File: config.mk
export PLATFORM = sky130hd
export DESIGN_NAME = bridge_err_capture
export DESIGN_NICKNAME = d
export VERILOG_FILES = /design/src/rtl/bridge_err_capture.sv
export SDC_FILE = /design/constraint.sdc
export NUM_CORES = 1
export LEC_CHECK = 0
export ABC_AREA = 1
export BUFFER_PORTS_ARGS = -buffer_cell sky130_fd_sc_hd__buf_2
export CORE_ASPECT_RATIO = 2
export CORE_MARGIN = 5
export CORE_UTILIZATION = 40
export DETAILED_ROUTE_END_ITERATION = 6
export PLACE_DENSITY = 0.69
export SLEW_MARGIN = 20
export SYNTH_ARGS = -nofsm -noshare
export SYNTH_HDL_FRONTEND = slang
export SYNTH_SLANG_ARGS = --single-unit
File: constraint.sdc
create_clock -name clk -period 1.51 [get_ports clk]
set_input_delay 0.2265 -clock clk [delete_from_list [all_inputs] [get_ports clk]]
set_output_delay 0.2265 -clock clk [all_outputs]
set_load 0.02 [all_outputs]
File: src/rtl/bridge_err_capture.sv
module bridge_err_capture #(
  parameter int          NDET     = 5,
  parameter logic [19:0] VEC_LOW  = 20'h00200,
  parameter logic [11:0] ROM_TOP  = 12'hFFF,
  parameter logic [27:0] IACK_A   = 28'hBFFF_FFF,
  parameter logic [11:0] IACK_B   = 12'hFEF
) (
  input  logic            clk,
  input  logic            rst_n,
  input  logic [31:0]     cpu_addr,
  input  logic            cpu_rd,
  input  logic            cpu_wr,
  input  logic            cpu_xctl,
  input  logic            map_b,
  input  logic            rom_on_pci,
  input  logic            ack_dis,
  input  logic            flash_err,
  input  logic            par_err,
  input  logic            pci_err,
  input  logic [31:0]     pci_addr,
  input  logic            pci_addr_bad,
  input  logic            msg_err,
  input  logic            nmi_req,
  input  logic [NDET-1:0] rpt_en,
  input  logic            nmi_en,
  input  logic            clr_we,
  input  logic [NDET-1:0] clr_mask,
  output logic [NDET-1:0] det,
  output logic [1:0]      cap_type,
  output logic            cap_pci,
  output logic            cap_noaddr,
  output logic [31:0]     cap_addr,
  output logic            mchk,
  output logic            xfer_ack
);

  logic            in_iack, unsup, armed, vec_rd, raise;
  logic [NDET-1:0] ev, keep;
  logic [1:0]      n_type;
  logic            n_pci, n_noaddr;
  logic [31:0]     n_addr;

  assign in_iack = map_b ? (cpu_addr[31:20] == IACK_B) : (cpu_addr[31:4] == IACK_A);
  assign unsup   = (cpu_wr && in_iack) || (cpu_xctl && (cpu_rd || cpu_wr));
  assign ev      = {msg_err, pci_err, par_err, flash_err, unsup};
  assign keep    = det & ~(clr_we ? clr_mask : '0);
  assign armed   = (keep == '0);
  assign vec_rd  = cpu_rd && (cpu_addr[19:0] == VEC_LOW)
                   && !(rom_on_pci && (cpu_addr[31:20] == ROM_TOP));
  assign raise   = armed && ((|(ev & rpt_en)) || (nmi_req && nmi_en));

  always_comb begin
    n_type = 2'b00; n_pci = 1'b1; n_noaddr = 1'b1; n_addr = '0;
    if (ev[0]) begin
      n_type = 2'b01; n_pci = 1'b0; n_noaddr = 1'b0; n_addr = cpu_addr;
    end else if (ev[1]) begin
      n_type = 2'b10; n_pci = 1'b0; n_noaddr = 1'b0; n_addr = cpu_addr;
    end else if (ev[2]) begin
      n_type = 2'b11; n_pci = 1'b0; n_noaddr = 1'b0; n_addr = cpu_addr;
    end else if (ev[3]) begin
      n_noaddr = pci_addr_bad; n_addr = pci_addr;
    end
  end

  always_ff @(posedge clk) begin
    if (!rst_n) begin
      det        <= '0;
      cap_type   <= '0;
      cap_pci    <= 1'b0;
      cap_noaddr <= 1'b0;
      cap_addr   <= '0;
      mchk       <= 1'b0;
      xfer_ack   <= 1'b0;
    end else begin
      det <= keep | ev;
      if (armed && (|ev)) begin
        cap_type   <= n_type;
        cap_pci    <= n_pci;
        cap_noaddr <= n_noaddr;
        cap_addr   <= n_addr;
      end
      mchk     <= raise | (mchk & ~vec_rd);
      xfer_ack <= (|ev[2:0]) & ~ack_dis;
    end
  end

  p_det_sticky_r3: assert property (@(posedge clk) disable iff (!rst_n)
    !clr_we |=> ((det & $past(det)) == $past(det)));

  p_capture_frozen_r5: assert property (@(posedge clk) disable iff (!rst_n)
    (det != '0 && !clr_we) |=> $stable({cap_type, cap_pci, cap_noaddr, cap_addr}));

  p_mchk_cause_r7: assert property (@(posedge clk) disable iff (!rst_n)
    $rose(mchk) |-> $past((|(ev & rpt_en)) || (nmi_req && nmi_en)));

  p_no_rearm_r8: assert property (@(posedge clk) disable iff (!rst_n)
    !armed |=> !$rose(mchk));

  p_mchk_hold_r9: assert property (@(posedge clk) disable iff (!rst_n)
    (mchk && !vec_rd) |=> mchk);

  p_nmi_no_det_r10: assert property (@(posedge clk) disable iff (!rst_n)
    (nmi_req && ev == '0 && !clr_we) |=> (det == $past(det)));

  p_ack_gate_r11: assert property (@(posedge clk) disable iff (!rst_n)
    xfer_ack |-> $past(!ack_dis && (|ev[2:0])));

endmodule

## Yosys cells after proc, flatten, opt, wreduce, memory -nomap -nowiden

Index checks and enable logic that the tools add are counted.

- Bits of input ports: 90
- Bits in registers: 43
- Logic and storage cells: 52

- Bitwise operators: 9
- Multiplexer cells: 16
- Reductions and logical operators: 16
- Eq/ne operators: 4

Operators with widths:

| kind | number |
|---|---|
| two-way mux 32 bit | 4 |
| == test 28 bit, second input constant | 1 |
| == test 12 bit, second input constant | 2 |
| == test 20 x 10 -> 1 bit, second input constant | 1 |
| bitwise AND 5 bit | 2 |
| OR reduction 5 bit | 2 |
| logical AND 1 bit | 8 |
| two-way mux 1 bit | 8 |
| two-way mux 2 bit | 3 |
| logical NOT 5 bit | 1 |
| two-way mux 5 bit | 1 |
| inverter 5 bit | 1 |
| bitwise OR 5 bit | 1 |
| logical OR 1 bit | 3 |
| OR reduction 3 bit | 1 |
| bitwise AND 1 bit | 2 |
| inverter 1 bit | 2 |
| logical NOT 1 bit | 1 |
| bitwise OR 1 bit | 1 |

## Depth between registers and ports, before layout

Gate-level depths: netlist of run 1.

- Depth after elaboration: 9
- Gate-level depth with buffers: 13
- Mapped depth without buffers: 12

## Least setup slack after synthesis of run 1

Ideal clock, no wire load.

- Kind: register to register
- Start: reg det[1]
- End: reg cap_addr[18]
- Clock period less this slack: 1.512 ns
- Slack: -0.002 ns
- Data required time: 1.399 ns
- Data arrival time: 1.401 ns
- Cell stages (with the launch flop): 10
- Path buffers: 2
- Path through: dfxtp_1 a21boi_1 inv_1 nand3_1 nor3_2 nand2_4 buf_6 buf_6 nor2_1 nor2_1

- Longest elaborated chain between the ends: 3

Ends and longest elaborated chain:

| what | line | source |
|---|---|---|
| start, declared | 28 | `output logic [NDET-1:0] det,` |
| start signal, assigned | 75 | `det <= keep \| ev;` |
| bitwise AND 5 bit | 46 | `assign keep = det & ~(clr_we ? clr_mask : '0);` |
| logical NOT 5 bit | 47 | `assign armed = (keep == '0);` |
| logical AND 1 bit | 76 | `if (armed && (\|ev)) begin` |
| end signal, assigned | 80 | `cap_addr <= n_addr;` |
| end, declared | 32 | `output logic [31:0] cap_addr,` |

Every way passes these cells.
A chain may end at the register's enable or synchronous reset.

## Final worst setup path of run 1

- Start: reg det[4]
- End: reg cap_addr[0]

Same word-level chain as after synthesis.

==> results of run 1 <==
-- stage by stage --
step | setup TNS [ps] | area [µm²] | setup slack [ps] | std cells
after floorplan | 0 | 3050 | 45.8 | 537
after CTS | 0 | 4270 | 39.5 | 786
after global placement | -4260 | 4090 | -173 | 778
after detailed placement | -4870 | 4090 | -179 | 778
final | 0 | 4280 | 120 | 786
after global routing | 0 | 4280 | 20.1 | 786
-- registers in the layout, indices dropped and copies added (netlist names) --
register / cells
cap_type: 2
cap_pci: 1
cap_addr: 32
xfer_ack: 1
det: 5
mchk: 1
cap_noaddr: 1
-- synth_stat cells (all sizes together) (2+ instances only) --
master / n / area share [%]
nor2: 85 / 11
nor4: 2 / 0.41
mux2i: 4 / 1.3
o21ai: 41 / 6.8
nand4: 4 / 0.82
nand3: 40 / 6.8
clkbuf: 14 / 1.7
a21boi: 3 / 0.74
buf: 22 / 4.5
a21oi: 64 / 11
dfxtp: 43 / 28
inv: 47 / 5.8
nor3: 3 / 0.66
nand2: 161 / 20
-- final cells by class --
| type | instances | area [µm²] |
|---|---|---|
| Timing Repair Buffer | 183 | 1120 |
| Sequential cell | 43 | 861 |
| Multi-Input combinational cell | 410 | 1820 |
| Fill cell | 774 | 3210 |
| Clock inverter | 2 | 35.0 |
| Clock buffer | 6 | 139 |
| Inverter | 48 | 180 |
| Tap cell | 94 | 118 |
-- cells by family after synthesis --
family	after synthesis	share of synthesized area, %
AOI/OAI and AO/OA	110	18.6
buffers and inverters	84	12.1
DFF	43	28.3
muxes	4	1.32
and+or+nand+nor	296	39.6
-- what timing repair did --
| action | CTS | global route |
|---|---|---|
| setup endpoints to repair | 0 | 29 |
| resized for setup | 0 | 4 |
| hold buffers | 0 | 0 |
-- where the power goes --
group / switching (µW) / total (µW) / internal [µW]
Combinational: 752 / 1280 / 532
Clock: 454 / 1280 / 823
Sequential: 59.0 / 1320 / 1260
-- how the worst max path moves through the flow --
stage / start / to / cells after the start
after global routing: cpu_addr[27] / cap_addr[4] / 14
after detailed placement: cpu_addr[27] / cap_addr[4] / 13
final: det[4] / cap_addr[0] / 8
after floorplan: det[1] / cap_addr[18] / 9
after CTS: det[0] / cap_addr[5] / 7
after global placement: cpu_addr[27] / cap_addr[4] / 13
-- tightest hold or removal path: stages --
cell and delay, ps:
sky130_fd_sc_hd__buf_2 80, sky130_fd_sc_hd__nor2_1 30, sky130_fd_sc_hd__o21ai_0 60, sky130_fd_sc_hd__inv_1 40
-- routing by layer --
layer	part of all wire, %	vias to the layer above	global-route usage, %
met5	0	-	0
met4	2.6	0	7.64
met3	8.7	16	4.15
met2	46	166	33.8
met1	42	1575	25.5
li1	-	2023	-
==> out/summary.txt, run 1 <==
number of antenna violations at the first check in global routing - 0
Max Transition Viols Final - 0
setup skew after layout - 8.38 ps
endpoint of the most critical register-to-register path - cap_addr[0]
areal power density over the cells - 907 nW/µm²
Post-synth EDFFs - 0
HPWL after DPL - 7390 µm
TritonCTS clock tree - done
Final Critical Period - 1390 ps
startpoint kind of the worst setup timing path - flip-flop
reg2reg path depth - 8
clock insertion delay at the later pin of the skew report - 290 ps
slowest CP cell - sky130_fd_sc_hd__dfxtp_1
outcome - completed
count of antenna diodes in the layout - 0
DRT Pass-1 Iters - 4
ANT nets after route - 0
share of layout cells above drive strength 1 - 28.6%
number of post-CTS setup repair buffers - 0
number of violations of the max-capacitance limit - 0
setup-violating endpoint count in the final report - 0
R2R Setup Slk - 120 ps
relative area change from synthesis to final layout - 40.8%
proportion of register bits with asynchronous set or reset after synthesis - 0%
Top FF cell, synth - sky130_fd_sc_hd__dfxtp_1
cells traversed along the worst timing path - a21boi_0 > buf_4 > nor3_4 > nand2_4 > buf_12 > nand2_1 > nand2_1 > nor2_1
most common cell after layout, fill and taps aside - sky130_fd_sc_hd__nand2_1
launch point of the worst reg-to-reg path - det[4]
most frequent cells in the layout - 159 x sky130_fd_sc_hd__nand2_1, 132 x sky130_fd_sc_hd__buf_2, 83 x sky130_fd_sc_hd__nor2_1, 64 x sky130_fd_sc_hd__a21oi_1, 47 x sky130_fd_sc_hd__inv_1
path type of the worst setup path - reg2reg
Seq cells post-synth - 43
total standard cell area after synthesis - 3040 µm²
cells after synthesis - 537
aggregate global routing overflow - 0
Min-Delay Path Class - in2reg
worst slew margin relative to its limit - 74.1%
Site Rows - 45
cts bufs inserted - 5
starting density of the core - 40.6%
area of the core - 7490 µm²
deepest clock path buffer count - 2
Clock transition at path regs - 70 ps
first-pass GRT wire length - 15900 µm
Ports - 133
sequential element share of the synthesized area - 28.3%
worst hold slack after final layout - 181 ps
FMAX - 0.719 GHz
worst stage delay on the critical path - 320 ps
most frequent cell on the critical path - sky130_fd_sc_hd__nand2_1
Nets - 781
placer congestion estimate - 0.887
chip width - 71.6 µm
total via count in the routed design - 3780
port buffer count - 132
Total Power Consumption - 3880 µW
hold-critical path depth - 4
setup repair after global routing missed its margin - false
post-detailed-routing wire length - 9660 µm
pin count of the biggest net entering global routing - 64
DIE AREA - 9550 µm²
Post-Syn Nets - 627
final standard cell utilization of the core - 57.1%
actual slew at the worst max-slew pin - 389 ps
Worst Hold Path EP - xfer_ack
Synth Warn # - 0
average instance area after synthesis - 5.66 µm²
clock sink count - 43
sort of element at the end of the critical path - flip-flop
maximum vdd drop - 0.463 mV
number of global-route vias before repair - 3488
DRC - 0
Tcrit/Tclk final - 92.1%
root buffer selected by CTS - sky130_fd_sc_hd__clkbuf_16
count of endpoints failing hold in the final timing report - 0
H-tree depth - 2
vertical extent of the die - 133 µm
arrival time worst endpoint - 1610 ps
via/cell ratio - 4.81
average detailed-routed wire length per instance - 12.3 µm
Yosys cell types - 27
worst path buffer plus inverter count - 2
beginning of the worst hold path - ack_dis
CP required - 1730 ps
leakage power figure - 0.00223 µW
number of DRC markers in iteration 0 - 238
worst-path maximum fanout - 31
delay-heaviest family, CP - simple AND/OR/NAND/NOR gates
total global-route track usage - 20.3%
Note: power is estimated with default switching activity, not from simulation.
==> inputs of run 2 (changes only) <==
--- a/config.mk
+++ b/config.mk
@@ -11,7 +11,7 @@
 export CORE_MARGIN = 5
 export CORE_UTILIZATION = 40
 export DETAILED_ROUTE_END_ITERATION = 6
-export PLACE_DENSITY = 0.69
+export PLACE_DENSITY = 0.73
 export SLEW_MARGIN = 20
 export SYNTH_ARGS = -nofsm -noshare
 export SYNTH_HDL_FRONTEND = slang
==> out/summary.txt, run 2 (synthesis gave the netlist of run 1 again) <==
worst slew margin relative to its limit - 72.7%
metal2 WL - 4580 µm
H-tree depth - 2
Ports - 133
startpoint of the most critical setup path - det[4]
setup-violating endpoint count in the final report - 0
beginning of the worst hold path - ack_dis
clock insertion delay at the later pin of the skew report - 290 ps
largest registers - cap_addr (32), det (5), cap_type (2)
Nets - 779
ANT nets after route - 0
DRT Pass-1 Iters - 5
chip width - 71.6 µm
cts bufs inserted - 5
cells traversed along the worst timing path - a21boi_0 > buf_4 > nor3_4 > nand2_4 > buf_12 > nor2_1 > nor2_1
slowest CP cell - sky130_fd_sc_hd__dfxtp_2
internal power contribution - 2400 µW
register bank with the most flops - cap_addr
NetSw - 1260 µW
total via count in the routed design - 3826
vertical extent of the die - 133 µm
number of post-CTS setup repair buffers - 0
number of global-route vias before repair - 3537
final setup margin - 88.1 ps
Post-Place Worst Slack - -134 ps
placer congestion estimate - 0.839
actual slew at the worst max-slew pin - 406 ps
sequential group share of total power - 35.9%
metal1 wirelength - 4060 µm
count of antenna diodes in the layout - 0
FMAX - 0.703 GHz
reg2reg path depth - 7
root buffer selected by CTS - sky130_fd_sc_hd__clkbuf_16
Clk pwr share - 28.9%
pin count of the biggest net entering global routing - 64
average detailed-routed wire length per instance - 12.3 µm
total global-route track usage - 20.6%
Min-Delay Path Class - in2reg
worst hold slack after final layout - 189 ps
Final Critical Period - 1420 ps
Max Transition Viols Final - 0
deepest clock path buffer count - 2
R2R Setup Slk - 90 ps
relative area change from synthesis to final layout - 39.6%
port buffer count - 132
setup repair after global routing missed its margin - true
path type of the worst setup path - reg2reg
most frequent cells in the layout - 156 x sky130_fd_sc_hd__nand2_1, 132 x sky130_fd_sc_hd__buf_2, 82 x sky130_fd_sc_hd__nor2_1, 64 x sky130_fd_sc_hd__a21oi_1, 47 x sky130_fd_sc_hd__inv_1
capture point of the critical path - cap_addr[12]
flip-flop count of the largest register after layout - 32
launch point of the worst reg-to-reg path - det[4]
clock sink count - 43
DIE AREA - 9550 µm²
routed wl met3 - 881 µm
power share of the combinational group - 35.2%
final standard cell utilization of the core - 56.6%
starting density of the core - 40.6%
outcome - completed
highest routed metal layer - met4
number of violations of the max-capacitance limit - 0
number of DRC markers in iteration 0 - 284
maximum vdd drop - 0.545 mV
leakage power figure - 0.00220 µW
first-pass GRT wire length - 16100 µm
endpoint of the most critical register-to-register path - cap_addr[12]
startpoint kind of the worst setup timing path - flip-flop
setup skew after layout - 3.65 ps
arrival time worst endpoint - 1610 ps
sort of element at the end of the critical path - flip-flop
most common cell after layout, fill and taps aside - sky130_fd_sc_hd__nand2_1
Clock transition at path regs - 60 ps
TritonCTS clock tree - done
worst-path maximum fanout - 21
areal power density over the cells - 863 nW/µm²
share of layout cells above drive strength 1 - 28.8%
via/cell ratio - 4.88
Site Rows - 45
Tcrit/Tclk final - 94.2%
CP required - 1690 ps
number of antenna violations at the first check in global routing - 0
switching power share of the total - 34.4%
aggregate global routing overflow - 0
HPWL after DPL - 7370 µm
count of endpoints failing hold in the final timing report - 0
DRC - 0
most frequent cell on the critical path - sky130_fd_sc_hd__nor2_1
worst stage delay on the critical path - 320 ps
post-detailed-routing wire length - 9650 µm
Filler Cell Count - 782
Post-CTS Hold Buffers - 0
area of the core - 7490 µm²
run 2: metrics by stage:
stage	total power, µW	TNS, ps	std cells	cell area [µm²]
global placement	2610	-2970	776	4090
detailed placement	2630	-3220	776	4090
CTS	3700	0	784	4230
floorplan	2120	0	537	3050
global route	3920	-16.7	784	4240
finish	3660	0	784	4240
run 2: what timing repair did:
action,in CTS,in global routing
endpoints found under the setup margin,0,10
hold endpoints to repair,0,0
gates resized for setup,0,6
run 2: power by group through the flow:
stage / clock network [µW] / logic [µW] / registers (µW)
final: 1060 / 1290 / 1320
after global routing: 1140 / 1450 / 1330
after CTS: 1090 / 1300 / 1310
after detailed placement: 0 / 1290 / 1340
after global placement: 0 / 1270 / 1340
after floorplan: 0 / 624 / 1490
run 2: metal layers:
layer,up-vias,global-route usage [%]
met4,0,5.33
met5,-,0
li1,2010,-
met2,158,34.8
met3,10,4.53
met1,1648,25.9
run 2: critical path: cells and delay by family (launching register included):
family	cells	cell delay, ps
simple gates	4	550
buf+inv	2	330
flops	1	320
compound gates	1	110
run 2: worst min path at each step:
stage,end,slack (ps),cells past startpoint
3_5_place_dp,cap_type[1],460,2
2_1_floorplan,det[4],350,2
4_1_cts,xfer_ack,190,4
5_1_grt,xfer_ack,230,4
3_3_place_gp,cap_type[1],450,2
6_report,xfer_ack,190,4
run 2: cell type report:
type / instances / area, µm² / share of cell area, %
Inverter: 48 / 180 / 4.25
Multi-Input combinational cell: 410 / 1830 / 43.1
Clock inverter: 1 / 5.00 / 0.118
Clock buffer: 7 / 133 / 3.13
Sequential cell: 43 / 862 / 20.3
Tap cell: 94 / 118 / 2.77
Timing Repair Buffer: 181 / 1120 / 26.3
